`src/rtl/pll_srch_pkg.sv`:
```
package pll_srch_pkg;

   localparam int BAND_EDGES = 14;

   typedef enum logic [2:0] {
      ST_IDLE,
      ST_MCHK,
      ST_QCHK,
      ST_PWAIT,
      ST_TWAIT,
      ST_QNEXT,
      ST_MNEXT,
      ST_FIN
   } srch_state_t;

   function automatic logic [31:0] band_edge(input int i);
      case (i)
         0:       band_edge = 32'd50000;
         1:       band_edge = 32'd51000;
         2:       band_edge = 32'd53200;
         3:       band_edge = 32'd58500;
         4:       band_edge = 32'd60700;
         5:       band_edge = 32'd64400;
         6:       band_edge = 32'd66800;
         7:       band_edge = 32'd73500;
         8:       band_edge = 32'd75600;
         9:       band_edge = 32'd80900;
         10:      band_edge = 32'd83200;
         11:      band_edge = 32'd91500;
         12:      band_edge = 32'd100000;
         default: band_edge = 32'd120000;
      endcase
   endfunction

endpackage

```
`src/rtl/pll_srch_div.sv`:
```
module pll_srch_div #(
   parameter int W    = 32,
   parameter int STEP = 4
) (
   input  logic         clk,
   input  logic         rst_n,
   input  logic         start,
   input  logic [W-1:0] num,
   input  logic [W-1:0] den,
   output logic         done,
   output logic [W-1:0] quot
);
   localparam int ROUNDS = W / STEP;
   localparam int CW     = $clog2(ROUNDS + 1);

   if (W % STEP != 0) begin : g_bad_step
      $error("pll_srch_div: W must be a multiple of STEP");
   end

   logic [W-1:0]  rem_q, quo_q, den_q, rem_n, quo_n;
   logic [CW-1:0] cnt_q;
   logic          run_q, done_q;

   always_comb begin
      logic [W:0] t;
      rem_n = rem_q;
      quo_n = quo_q;
      for (int k = 0; k < STEP; k++) begin
         t     = {rem_n, quo_n[W-1]};
         quo_n = {quo_n[W-2:0], 1'b0};
         if (t >= {1'b0, den_q}) begin
            t        = t - {1'b0, den_q};
            quo_n[0] = 1'b1;
         end
         rem_n = t[W-1:0];
      end
   end

   always_ff @(posedge clk or negedge rst_n) begin
      if (!rst_n) begin
         rem_q  <= '0;
         quo_q  <= '0;
         den_q  <= '0;
         cnt_q  <= '0;
         run_q  <= 1'b0;
         done_q <= 1'b0;
      end else if (start) begin
         rem_q  <= '0;
         quo_q  <= num;
         den_q  <= den;
         cnt_q  <= CW'(ROUNDS);
         run_q  <= 1'b1;
         done_q <= 1'b0;
      end else if (run_q) begin
         rem_q  <= rem_n;
         quo_q  <= quo_n;
         cnt_q  <= cnt_q - 1'b1;
         done_q <= (cnt_q == CW'(1));
         run_q  <= (cnt_q != CW'(1));
      end else begin
         done_q <= 1'b0;
      end
   end

   assign done = done_q;
   assign quot = quo_q;

   AST_DIV_DEN_NONZERO: assert property (@(posedge clk) disable iff (!rst_n)
      start |-> den != '0);
   AST_DIV_DONE_PULSE: assert property (@(posedge clk) disable iff (!rst_n)
      done |=> !done);

endmodule

```
`src/rtl/pll_srch_band.sv`:
```
module pll_srch_band
   import pll_srch_pkg::*;
#(
   parameter int IW = 4
) (
   input  logic [31:0]   fvco,
   output logic          hit,
   output logic [IW-1:0] idx
);
   localparam int NB = BAND_EDGES - 1;

   if ((1 << IW) < NB) begin : g_bad_iw
      $error("pll_srch_band: IW too narrow for the band count");
   end

   logic [NB-1:0] match;

   for (genvar i = 0; i < NB; i++) begin : g_band
      assign match[i] = (fvco >= band_edge(i)) && (fvco <= band_edge(i + 1));
   end

   always_comb begin
      hit = 1'b0;
      idx = '0;
      for (int i = 0; i < NB; i++) begin
         if (match[i]) begin
            hit = 1'b1;
            idx = IW'(i);
         end
      end
   end

endmodule

```
`src/rtl/pll_param_search.sv`:
```
module pll_param_search
   import pll_srch_pkg::*;
#(
   parameter int TW      = 17,
   parameter int DIVW    = 32,
   parameter int DSTEP   = 4,
   parameter int FREF    = 1431818,
   parameter int QMIN    = 3,
   parameter int QMAX    = 129,
   parameter int MCODES  = 7,
   parameter int VCO_LO  = 40000,
   parameter int VCO_HI  = 120000,
   parameter int REFQ_LO = 20000,
   parameter int REFQ_HI = 100000,
   parameter int P_LO    = 4,
   parameter int P_HI    = 130,
   localparam int FW     = TW + 1
) (
   input  logic          clk,
   input  logic          rst_n,
   input  logic          start,
   input  logic [TW-1:0] target_khz,
   output logic          busy,
   output logic          done,
   output logic          found,
   output logic [7:0]    p_val,
   output logic [7:0]    q_val,
   output logic [2:0]    m_code,
   output logic [3:0]    band_idx,
   output logic [FW-1:0] freq_khz,
   output logic [20:0]   prog_word
);
   if (QMAX - 2 > 127 || P_HI - 3 > 127 || QMIN < 2 || P_LO < 3) begin : g_bad_range
      $error("pll_param_search: P/Q range does not fit the 7-bit word fields");
   end
   if (MCODES > 7 || DIVW < 32 || TW > DIVW - 8) begin : g_bad_width
      $error("pll_param_search: code count or datapath width out of range");
   end

   srch_state_t   state_q;
   logic [DIVW-1:0] tgt_q, best_err, fvco, div_num, div_den, div_quot, p_next, cand_err;
   logic [2:0]    mc_q, bm;
   logic [7:0]    q_q, p_q, bp, bq;
   logic [3:0]    bi, band_i;
   logic [FW-1:0] bf;
   logic          found_q, div_start, div_done, band_hit, q_ok, fvco_ok, p_ok;

   assign fvco    = tgt_q << mc_q;
   assign fvco_ok = (fvco >= DIVW'(VCO_LO)) && (fvco <= DIVW'(VCO_HI));
   assign q_ok    = (DIVW'(FREF) >= DIVW'(REFQ_LO) * DIVW'(q_q)) &&
                    (DIVW'(FREF) <  DIVW'(REFQ_HI + 1) * DIVW'(q_q));
   assign p_next  = div_quot + 1'b1;
   assign p_ok    = (p_next >= DIVW'(P_LO)) && (p_next <= DIVW'(P_HI));
   assign cand_err = (div_quot >= tgt_q) ? div_quot - tgt_q : tgt_q - div_quot;

   always_comb begin
      div_start = 1'b0;
      div_num   = DIVW'(q_q) * fvco * DIVW'(100);
      div_den   = DIVW'(2 * FREF);
      if (state_q == ST_QCHK && q_ok)
         div_start = 1'b1;
      if (state_q == ST_PWAIT) begin
         div_start = div_done && p_ok;
         div_num   = DIVW'(2 * FREF) * p_next;
         div_den   = DIVW'(q_q) * (DIVW'(1) << mc_q) * DIVW'(100);
      end
   end

   pll_srch_div #(.W(DIVW), .STEP(DSTEP)) u_div (
      .clk(clk), .rst_n(rst_n), .start(div_start), .num(div_num), .den(div_den),
      .done(div_done), .quot(div_quot)
   );

   pll_srch_band #(.IW(4)) u_band (.fvco(fvco[31:0]), .hit(band_hit), .idx(band_i));

   always_ff @(posedge clk or negedge rst_n) begin
      if (!rst_n) begin
         state_q  <= ST_IDLE;
         tgt_q    <= '0;
         mc_q     <= '0;
         q_q      <= '0;
         p_q      <= '0;
         best_err <= '1;
         bp <= '0; bq <= '0; bm <= '0; bi <= '0; bf <= '0;
         found_q  <= 1'b0;
      end else begin
         case (state_q)
            ST_IDLE: if (start) begin
               tgt_q    <= DIVW'(target_khz);
               mc_q     <= '0;
               best_err <= '1;
               bp <= '0; bq <= '0; bm <= '0; bi <= '0; bf <= '0;
               found_q  <= 1'b0;
               state_q  <= ST_MCHK;
            end
            ST_MCHK: begin
               q_q     <= 8'(QMIN);
               state_q <= fvco_ok ? ST_QCHK : ST_MNEXT;
            end
            ST_QCHK: state_q <= q_ok ? ST_PWAIT : ST_QNEXT;
            ST_PWAIT: if (div_done) begin
               p_q     <= p_next[7:0];
               state_q <= p_ok ? ST_TWAIT : ST_QNEXT;
            end
            ST_TWAIT: if (div_done) begin
               if (cand_err < best_err && band_hit) begin
                  best_err <= cand_err;
                  bp <= p_q; bq <= q_q; bm <= mc_q; bi <= band_i;
                  bf <= div_quot[FW-1:0];
                  found_q <= 1'b1;
               end
               state_q <= ST_QNEXT;
            end
            ST_QNEXT: begin
               q_q     <= q_q + 1'b1;
               state_q <= (q_q == 8'(QMAX)) ? ST_MNEXT : ST_QCHK;
            end
            ST_MNEXT: begin
               mc_q    <= mc_q + 1'b1;
               state_q <= (mc_q == 3'(MCODES - 1)) ? ST_FIN : ST_MCHK;
            end
            default: state_q <= ST_IDLE;
         endcase
      end
   end

   assign busy      = (state_q != ST_IDLE) && (state_q != ST_FIN);
   assign done      = (state_q == ST_FIN);
   assign found     = found_q;
   assign p_val     = bp;
   assign q_val     = bq;
   assign m_code    = bm;
   assign band_idx  = bi;
   assign freq_khz  = bf;
   assign prog_word = found_q ? {bi, bp[6:0] - 7'd3, bm, bq[6:0] - 7'd2} : 21'd0;

   AST_BUSY_ENDS_IN_DONE: assert property (@(posedge clk) disable iff (!rst_n)
      $fell(busy) |-> done);
   AST_DONE_ONE_CYCLE: assert property (@(posedge clk) disable iff (!rst_n)
      done |=> !done);
   AST_TARGET_HELD: assert property (@(posedge clk) disable iff (!rst_n)
      busy && $past(busy) |-> $stable(tgt_q));
   AST_QCHK_VCO_LEGAL: assert property (@(posedge clk) disable iff (!rst_n)
      state_q == ST_QCHK |-> fvco >= DIVW'(VCO_LO) && fvco <= DIVW'(VCO_HI));
   AST_BEST_NEVER_WORSE: assert property (@(posedge clk) disable iff (!rst_n)
      busy && $past(busy) |-> best_err <= $past(best_err));
   AST_RESULT_IN_RANGE: assert property (@(posedge clk) disable iff (!rst_n)
      done && found |-> p_val >= 8'(P_LO) && p_val <= 8'(P_HI) && q_val >= 8'(QMIN)
                        && q_val <= 8'(QMAX) && band_idx <= 4'd12);
   AST_NOTFOUND_EMPTY: assert property (@(posedge clk) disable iff (!rst_n)
      done && !found |-> prog_word == 21'd0 && freq_khz == '0);

endmodule

```
`config.mk`:
```
export PLATFORM = sky130hd
export DESIGN_NAME = pll_param_search
export DESIGN_NICKNAME = d
export VERILOG_FILES = /design/src/rtl/pll_srch_pkg.sv /design/src/rtl/pll_srch_div.sv /design/src/rtl/pll_srch_band.sv /design/src/rtl/pll_param_search.sv
export SDC_FILE = /design/constraint.sdc
export NUM_CORES = 2
export LEC_CHECK = 0
export ABC_CLOCK_PERIOD_IN_PS = 37400
export BUFFER_PORTS_ARGS = -buffer_cell sky130_fd_sc_hd__buf_4
export CAP_MARGIN = 20
export CORE_MARGIN = 5
export CORE_UTILIZATION = 70
export CTS_BUF_LIST = sky130_fd_sc_hd__clkbuf_4
export DETAILED_ROUTE_END_ITERATION = 8
export PLACE_DENSITY = 0.88
export SKIP_LAST_GASP = 1
export SYNTH_ARGS = -nofsm -noshare
export SYNTH_HDL_FRONTEND = slang
export SYNTH_SLANG_ARGS = --single-unit
```
`constraint.sdc`:
```
create_clock -name clk -period 37.4 [get_ports clk]
set_clock_uncertainty 0.1 [all_clocks]
set_input_delay 1.87 -clock clk [delete_from_list [all_inputs] [get_ports clk]]
set_output_delay 1.87 -clock clk [all_outputs]
set_load 0.02 [all_outputs]
```
# Word level (Yosys, flattened, before mapping)
# Index checks and enable logic that the tools add are counted.
[totals]
register_bits = 215
in_bits = 20
output_inout_bits = 65
wordCells = 210
[op_classes]
n_addsub = 12
n_mul = 7
order_cmp = 37
eq_ne = 16
n_shift = 2
muxes = 87
n_reduce_logical = 31
[ops]
columns = ["operator", "count"]
rows = [
  ["$mux 32", 14],
  ["$le 32x17->1 const B", 8],
  ["$ge 32x16->1 const B", 7],
  ["$ge 32x17->1 const B", 7],
  ["$le 32x16->1 const B", 5],
  ["$ge 33x32->1", 4],
  ["$sub 32x32->32", 4],
  ["$mul 32x5->30 const B", 2],
  ["$mul 8x32->32", 2],
  ["$pmux 32 s2", 1],
  ["$mux 18", 3],
  ["$pmux 8 s2", 3],
  ["$mux 3", 14],
  ["$mux 4", 10],
  ["$mux 8", 5],
  ["$pmux 18 s2", 1],
  ["$add 32x1->32 const B", 1],
  ["$ge 32x17->1", 1],
  ["$ge 32x3->1 const B", 1],
  ["$le 32x8->1 const B", 1],
  ["$lt 32x32->1", 1],
  ["$mul 20x32->30 const A", 1],
  ["$shl 1x3->32 const A", 1],
  ["$shl 17x3->32", 1],
  ["33 further kinds", 94],
]

# Logic depth before layout (Yosys ltp)
[logic_depth]
depth_word = 20
ltp_mapped = 60
depth_no_buf = 55

# Cells and area by module
# From an unflattened synthesis, not the netlist that was laid out.
[unflattened]
hier_cells = 5419
hier_area_um2 = 44211.2
[modules_own_cells]
columns = ["module", "n_inst", "cells_per_inst", "area_per_inst_um2", "seq_area_each_um2"]
rows = [
  ["pll_param_search", 1, 3633, 30460.5, 2867.8],
  ["pll_srch_div", 1, 1615, 12764.7, 2552.4],
  ["pll_srch_band", 1, 171, 985.9, 0.0],
]

# Worst setup path before layout
# OpenSTA, ideal clock, no wires.
[synth_path]
kind = "flip-flop to flip-flop"
start = "reg u_div.den_q[24]"
end = "reg u_div.rem_q[30]"
setup_ns = 0.096
t_arrival_ns = 11.796
required_ns = 37.204
slack_ns = 25.408
stages_incl_launch_ff = 54
path_buffers = 6
synth_period_minus_slack_ns = 11.992
path_cell_list = "dfrtp_1 inv_1 ha_1 buf_2 and4_1 nand2_2 nor4b_2 o21ai_1 nand2_1 buf_1 buf_1 nor2_1 a21oi_1 ha_1 nor2b_1 o31ai_1 a211oi_1 o41a_1 [18 not listed] mux2_2 ha_1 nor2b_1 o21ai_0 a21boi_0 o21ai_0 nand2b_1 a221oi_1 o21ai_0 a21o_1 a311o_1 a31o_2 o41ai_1 o21a_1 nand2_1 a211oi_1 mux2_2 o31ai_1"
[synth_between]
elab_chain_len = 10
word_cells_on_any_way = 14
classes_between = "add/sub (4); order compare (4); mux (6)"
[synth_lines]
columns = ["element", "line", "text"]
rows = [
  ["start, declared", "pll_srch_div.sv:20", "logic [W-1:0] rem_q, quo_q, den_q, rem_n, quo_n;"],
  ["start signal, assigned", "pll_srch_div.sv:50", "den_q <= den;"],
  ["$sub 32x32->32 or $ge 33x32->1 (tied branches)", "pll_srch_div.sv:32, pll_srch_div.sv:31", ""],
  ["$mux 32", "pll_srch_div.sv:31", "if (t >= {1'b0, den_q}) begin"],
  ["$sub 32x32->32 or $ge 33x32->1 (tied branches)", "pll_srch_div.sv:32, pll_srch_div.sv:31", ""],
  ["$mux 32", "pll_srch_div.sv:31", ""],
  ["$sub 32x32->32 or $ge 33x32->1 (tied branches)", "pll_srch_div.sv:32, pll_srch_div.sv:31", ""],
  ["$mux 32", "pll_srch_div.sv:31", ""],
  ["$sub 32x32->32 or $ge 33x32->1 (tied branches)", "pll_srch_div.sv:32, pll_srch_div.sv:31", ""],
  ["$mux 32 *", "pll_srch_div.sv:31", ""],
  ["$mux 32 *", "pll_srch_div.sv:54", "end else if (run_q) begin"],
  ["$mux 32 *", "pll_srch_div.sv:47", "end else if (start) begin"],
  ["end signal, assigned", "pll_srch_div.sv:55", "rem_q <= rem_n;"],
  ["end, declared", "pll_srch_div.sv:20", ""],
]
# Mark *: on every way between the ends. The rest lies on a longest branch, timed or not. The select of a mux whose other input is x is not followed.
# A chain may end at the register's enable or synchronous reset.

# Final worst setup path
[layout_path]
start = "reg u_div.den_q[3]"
end = "reg u_div.rem_q[2]"
[layout_between]
elab_chain_len = 10
word_cells_on_any_way = 14
classes_between = "add/sub (4); order compare (4); mux (6)"
[layout_lines]
columns = ["element", "line"]
rows = [
  ["$sub 32x32->32 or $ge 33x32->1 (tied branches)", "pll_srch_div.sv:32, pll_srch_div.sv:31"],
  ["$mux 32", "pll_srch_div.sv:31"],
  ["$sub 32x32->32 or $ge 33x32->1 (tied branches)", "pll_srch_div.sv:32, pll_srch_div.sv:31"],
  ["$mux 32", "pll_srch_div.sv:31"],
  ["$ge 33x32->1 or $sub 32x32->32 (tied branches)", "pll_srch_div.sv:31, pll_srch_div.sv:32"],
  ["$mux 32", "pll_srch_div.sv:31"],
  ["$sub 32x32->32 or $ge 33x32->1 (tied branches)", "pll_srch_div.sv:32, pll_srch_div.sv:31"],
  ["$mux 32 *", "pll_srch_div.sv:31"],
  ["$mux 32 *", "pll_srch_div.sv:54"],
  ["$mux 32 *", "pll_srch_div.sv:47"],
]
# Marked as above.

==> metrics.csv <==
stage,metric,value,unit
status,status,"complete, but fails checks",
status,failing checks,DRC,
setup_path,Crit-path slowest cell,nor3_1,
timing,Slew Limit Fails,0,
route,Initial DRC Count,3205,
power,Clock power frac,51.8,%
grt,largest net degree at the start of global routing,126,
hold_path,Worst Hold Class,register to register,
floorplan,width of the die,252.5,um
setup_path,Reg2Reg Depth,51,
yosys,commonest register cell after synthesis,dfrtp_1,
timing,RSZ-0062 raised after global routing,no,
floorplan,IO Count,85,
timing,fin crit share,40.33,%
floorplan,Die H,252.5,um
yosys,Post-synth EDFFs,0,
power,Design Power,0.0004800,W
setup_path,Reg-to-Reg Start,u_div.den_q[3],
yosys,"Seq/Total Area, Yosys",12.69,%
setup_path,Crit. End Element,register,
grt,vias in the first global route,37380,
clock_network,Clock Root Buffer,clkbuf_4,
power,switching pwr,0.0001331,W
cells_and_area,Fillers,4292,
setup_path,crit path DAT,15.71,ns
timing,Final Hold Viols,0,
setup_path,CP max FO,37,
route,via count,36800,
power,Seq pwr share,46.7,%
yosys,Syn. warnings,0,
route,first drt pass iteration count,9,
route,post-route ant nets,0,
clock_network,CTS sink count,207,
grt,initial antenna violation count,4,
place,placed cells,5648,
power,P_leak,23.24,nW
clock_network,hold_buf cts,0,
clock_network,CTS tree,built,
setup_path,slowest cell delay on critical path,0.59,ns
place,I/O Buffers,84,
cells_and_area,share of cells above drive strength 1,7.334,%
yosys,Post-Syn Nets,5939,
route,vias per inst,6.375,
cells_and_area,post-layout net count,5952,
place,Final GP Congestion,1.020,
cells_and_area,P&R area growth vs syn,5.182,%
floorplan,Die ar.,0.06373,mm2
clock_network,cts bufs inserted,66,
place,DPL Wire Length,96.58,mm
cells_and_area,Reg area,0.005224,mm2
setup_path,CP Capture Point,u_div.rem_q[2],
timing,fmax,66.29,MHz
clock_network,Post CTS Setup Buffer Count,0,
route,DRC errors left,1,
clock_network,PostCTS Resize Cnt,0,
hold_path,hold_sp,u_div.den_q[10],
grt,Overflow after GRT,0,
setup_path,critical path type,register to register,
setup_path,FF-to-FF setup slack,22.32,ns
floorplan,Initial Utilization,71.05,%
grt,first-pass GRT wire length,197.8,mm
setup_path,WP data required,38.03,ns
clock_network,clk_lat worst skew,0.81,ns
timing,actual slew at the worst max-slew pin,1.118,ns
cells_and_area,Multi-input gate area,0.03259,mm2
power,Switching Share,27.73,%
timing,relative slew slack,25.45,%
yosys,synthesis-stage register bit count,207,
clock_network,Worst-path clk slew,0.08,ns
power,Int Power,0.0003469,W
clock_network,H-tree depth,3,
power,Cell Pwr Density,11.09,mW/mm2
yosys,asr flop ratio synth,100.0,%
setup_path,Crit. Startpoint,u_div.den_q[3],
timing,Setup TNS Final,0,ns
clock_network,Max clock buf depth,3,
route,final wirelength,122.5,mm
grt,Total GRT Usage,38.35,%
power,worst vdd ir,0.00001656,V
setup_path,Worst setup SP type,register,
floorplan,Core ar.,0.05792,mm2
yosys,Mean Syn Cell Area,8.331,um2
timing,clock period minus worst slack,15.08,ns
cells_and_area,Finished Layout Cells,5772,
setup_path,r2r endpoint,u_div.rem_q[2],
yosys,Synth Cell Area,0.04115,mm2
floorplan,Site Rows,88,
yosys,Post-Synthesis Cells,4939,
yosys,post-synthesis cell type count,99,
power,Combinational Power Share,1.5,%
flow_run,MaxCap Viol Count,0,
route,wire per inst,21.22,um
timing,setup violators final,0,
[cells by family (layout without fill, tap and decap cells)]
| logic type | Yosys count | in the layout | synth area share, % |
|---|---|---|---|
| AO/OA/AOI/OAI | 1067 | 1067 | 16.58 |
| XOR/XNOR | 293 | 293 | 6.237 |
| adder cells (fa/ha/maj) | 980 | 980 | 36.19 |
| buffers and inverters | 890 | 955 | 8.231 |
| flip-flops | 207 | 207 | 12.69 |
| multiplexers | 157 | 157 | 4.309 |
| other | 0 | 3 | 0 |
| AND/OR/NAND/NOR | 1345 | 1345 | 15.78 |
[routing by layer]
layer | GRT usage, % | wire, um
met1 | 49.81 | 48350
met2 | 59.32 | 53580
met3 | 8.808 | 12500
met4 | 21.68 | 8024
met5 | 0 | 14
[per-stage QoR]
stage	util [%]	hold slack, ns	instance area [um2]	setup WS, ns
after floorplan	-	0.3432	41150	25.41
after global placement	73.23	0.3615	42410	23.08
after detailed placement	73.23	0.3653	42410	22.78
after CTS	74.67	0.3807	43240	22.71
after global routing	74.72	0.4099	43270	21.46
final	74.73	0.3791	43280	22.32
[layout by cell type (no fill, tap or decap), types with 11 or more instances in the layout]
cell type    n
nor4_1      27
nor2_1     308
dfstp_2     32
xnor2_1    206
ha_1       630
o21a_1      24
a21boi_0    12
nor2b_1     44
o211ai_1    44
nor3_1      99
a31oi_1     40
clkbuf_4    92
o41ai_1     11
mux4_2      12
nand2b_1    43
a21o_1     114
and3_1      57
fa_1       350
clkinv_1    25
dfrtp_1    174
mux2i_1    107
buf_4      128
nand4_1     38
and2_1     123
inv_1      699
o31ai_1     28
o21ai_0    233
xor2_1      87
or3_1       21
or2_2       12
a21oi_1    313
nand3_1     62
a211oi_1    55
o21bai_1    52
nand2_1    448
mux2_2      36
[cells in the mapped netlist, types with 15 or more instances]
library cell  count  area share (%)
nor2b_1          44            0.67
xnor2_1         206             4.4
o31ai_1          28            0.51
inv_1           699             6.4
a21oi_1         315             3.8
nor4_1           27            0.41
ha_1            630              19
fa_1            350              17
a21o_1          114             2.1
and3_1           57            0.87
nor3_1          100             1.2
o21a_1           25            0.46
mux2i_1         107             2.6
o21bai_1         52            0.95
dfstp_2          32             2.0
xor2_1           87             1.9
o211ai_1         44            0.80
mux2_2           36            0.99
nand2b_1         43            0.65
nor2_1          308             2.8
buf_2            15            0.18
nand2_1         449             4.1
or3_1            21            0.32
clkbuf_1        153             1.4
nand3_1          63            0.77
nand4_1          38            0.58
dfrtp_1         175              11
a31oi_1          40            0.61
and2_1          124             1.9
a211oi_1         55             1.0
o21ai_0         234             2.8
[layout make-up]
cell class / instances / area share (%)
Clock inverter: 28 / 0.3325
Inverter: 704 / 6.106
Timing Repair Buffer: 131 / 2.365
Multi-Input combinational cell: 3842 / 75.30
Sequential cell: 207 / 12.07
Tap cell: 765 / 2.212
Clock buffer: 92 / 1.596
Antenna cell: 3 / 0.01735
[worst min path at each step]
| stage | to | slack [ns] | depth (start not counted) |
|---|---|---|---|
| floorplan | u_div.den_q[10] | 0.34 | 2 |
| global placement | u_div.den_q[22] | 0.36 | 2 |
| detailed placement | u_div.den_q[10] | 0.37 | 2 |
| CTS | u_div.den_q[10] | 0.38 | 2 |
| global route | u_div.den_q[8] | 0.41 | 2 |
| finish | u_div.den_q[10] | 0.38 | 2 |
[flip-flops by register name, indices dropped and copies added, names as in the netlist, 4 cells and up]
register	count
best_err	32
u_div.quot	32
u_div.rem_q	32
u_div.den_q	24
freq_khz	18
tgt_q	17
p_q	8
p_val	8
q_q	8
q_val	8
band_idx	4
u_div.cnt_q	4
[power by group through the flow]
stage	Combinational (W)	Clock [W]	Sequential, W
after floorplan	0.0000000743	0	0.000228
after global placement	0.00000722	0	0.000228
after CTS	0.00000737	0.000251	0.000224
after detailed placement	0.00000734	0	0.000228
after global routing	0.00000811	0.000263	0.000224
final	0.00000724	0.000249	0.000224
[worst max-delay path: cells and delay by family, from the launching register on]
| family | cells | cell delay, ns |
|---|---|---|
| AO/OA/AOI/OAI | 22 | 6.25 |
| AND/OR/NAND/NOR | 18 | 4.90 |
| adder cells (fa/ha/maj) | 4 | 1.34 |
| buffers and inverters | 5 | 1.08 |
| multiplexers | 2 | 0.79 |
| flip-flops | 1 | 0.41 |
No activity file was read; power rests on OpenSTA's default activity.
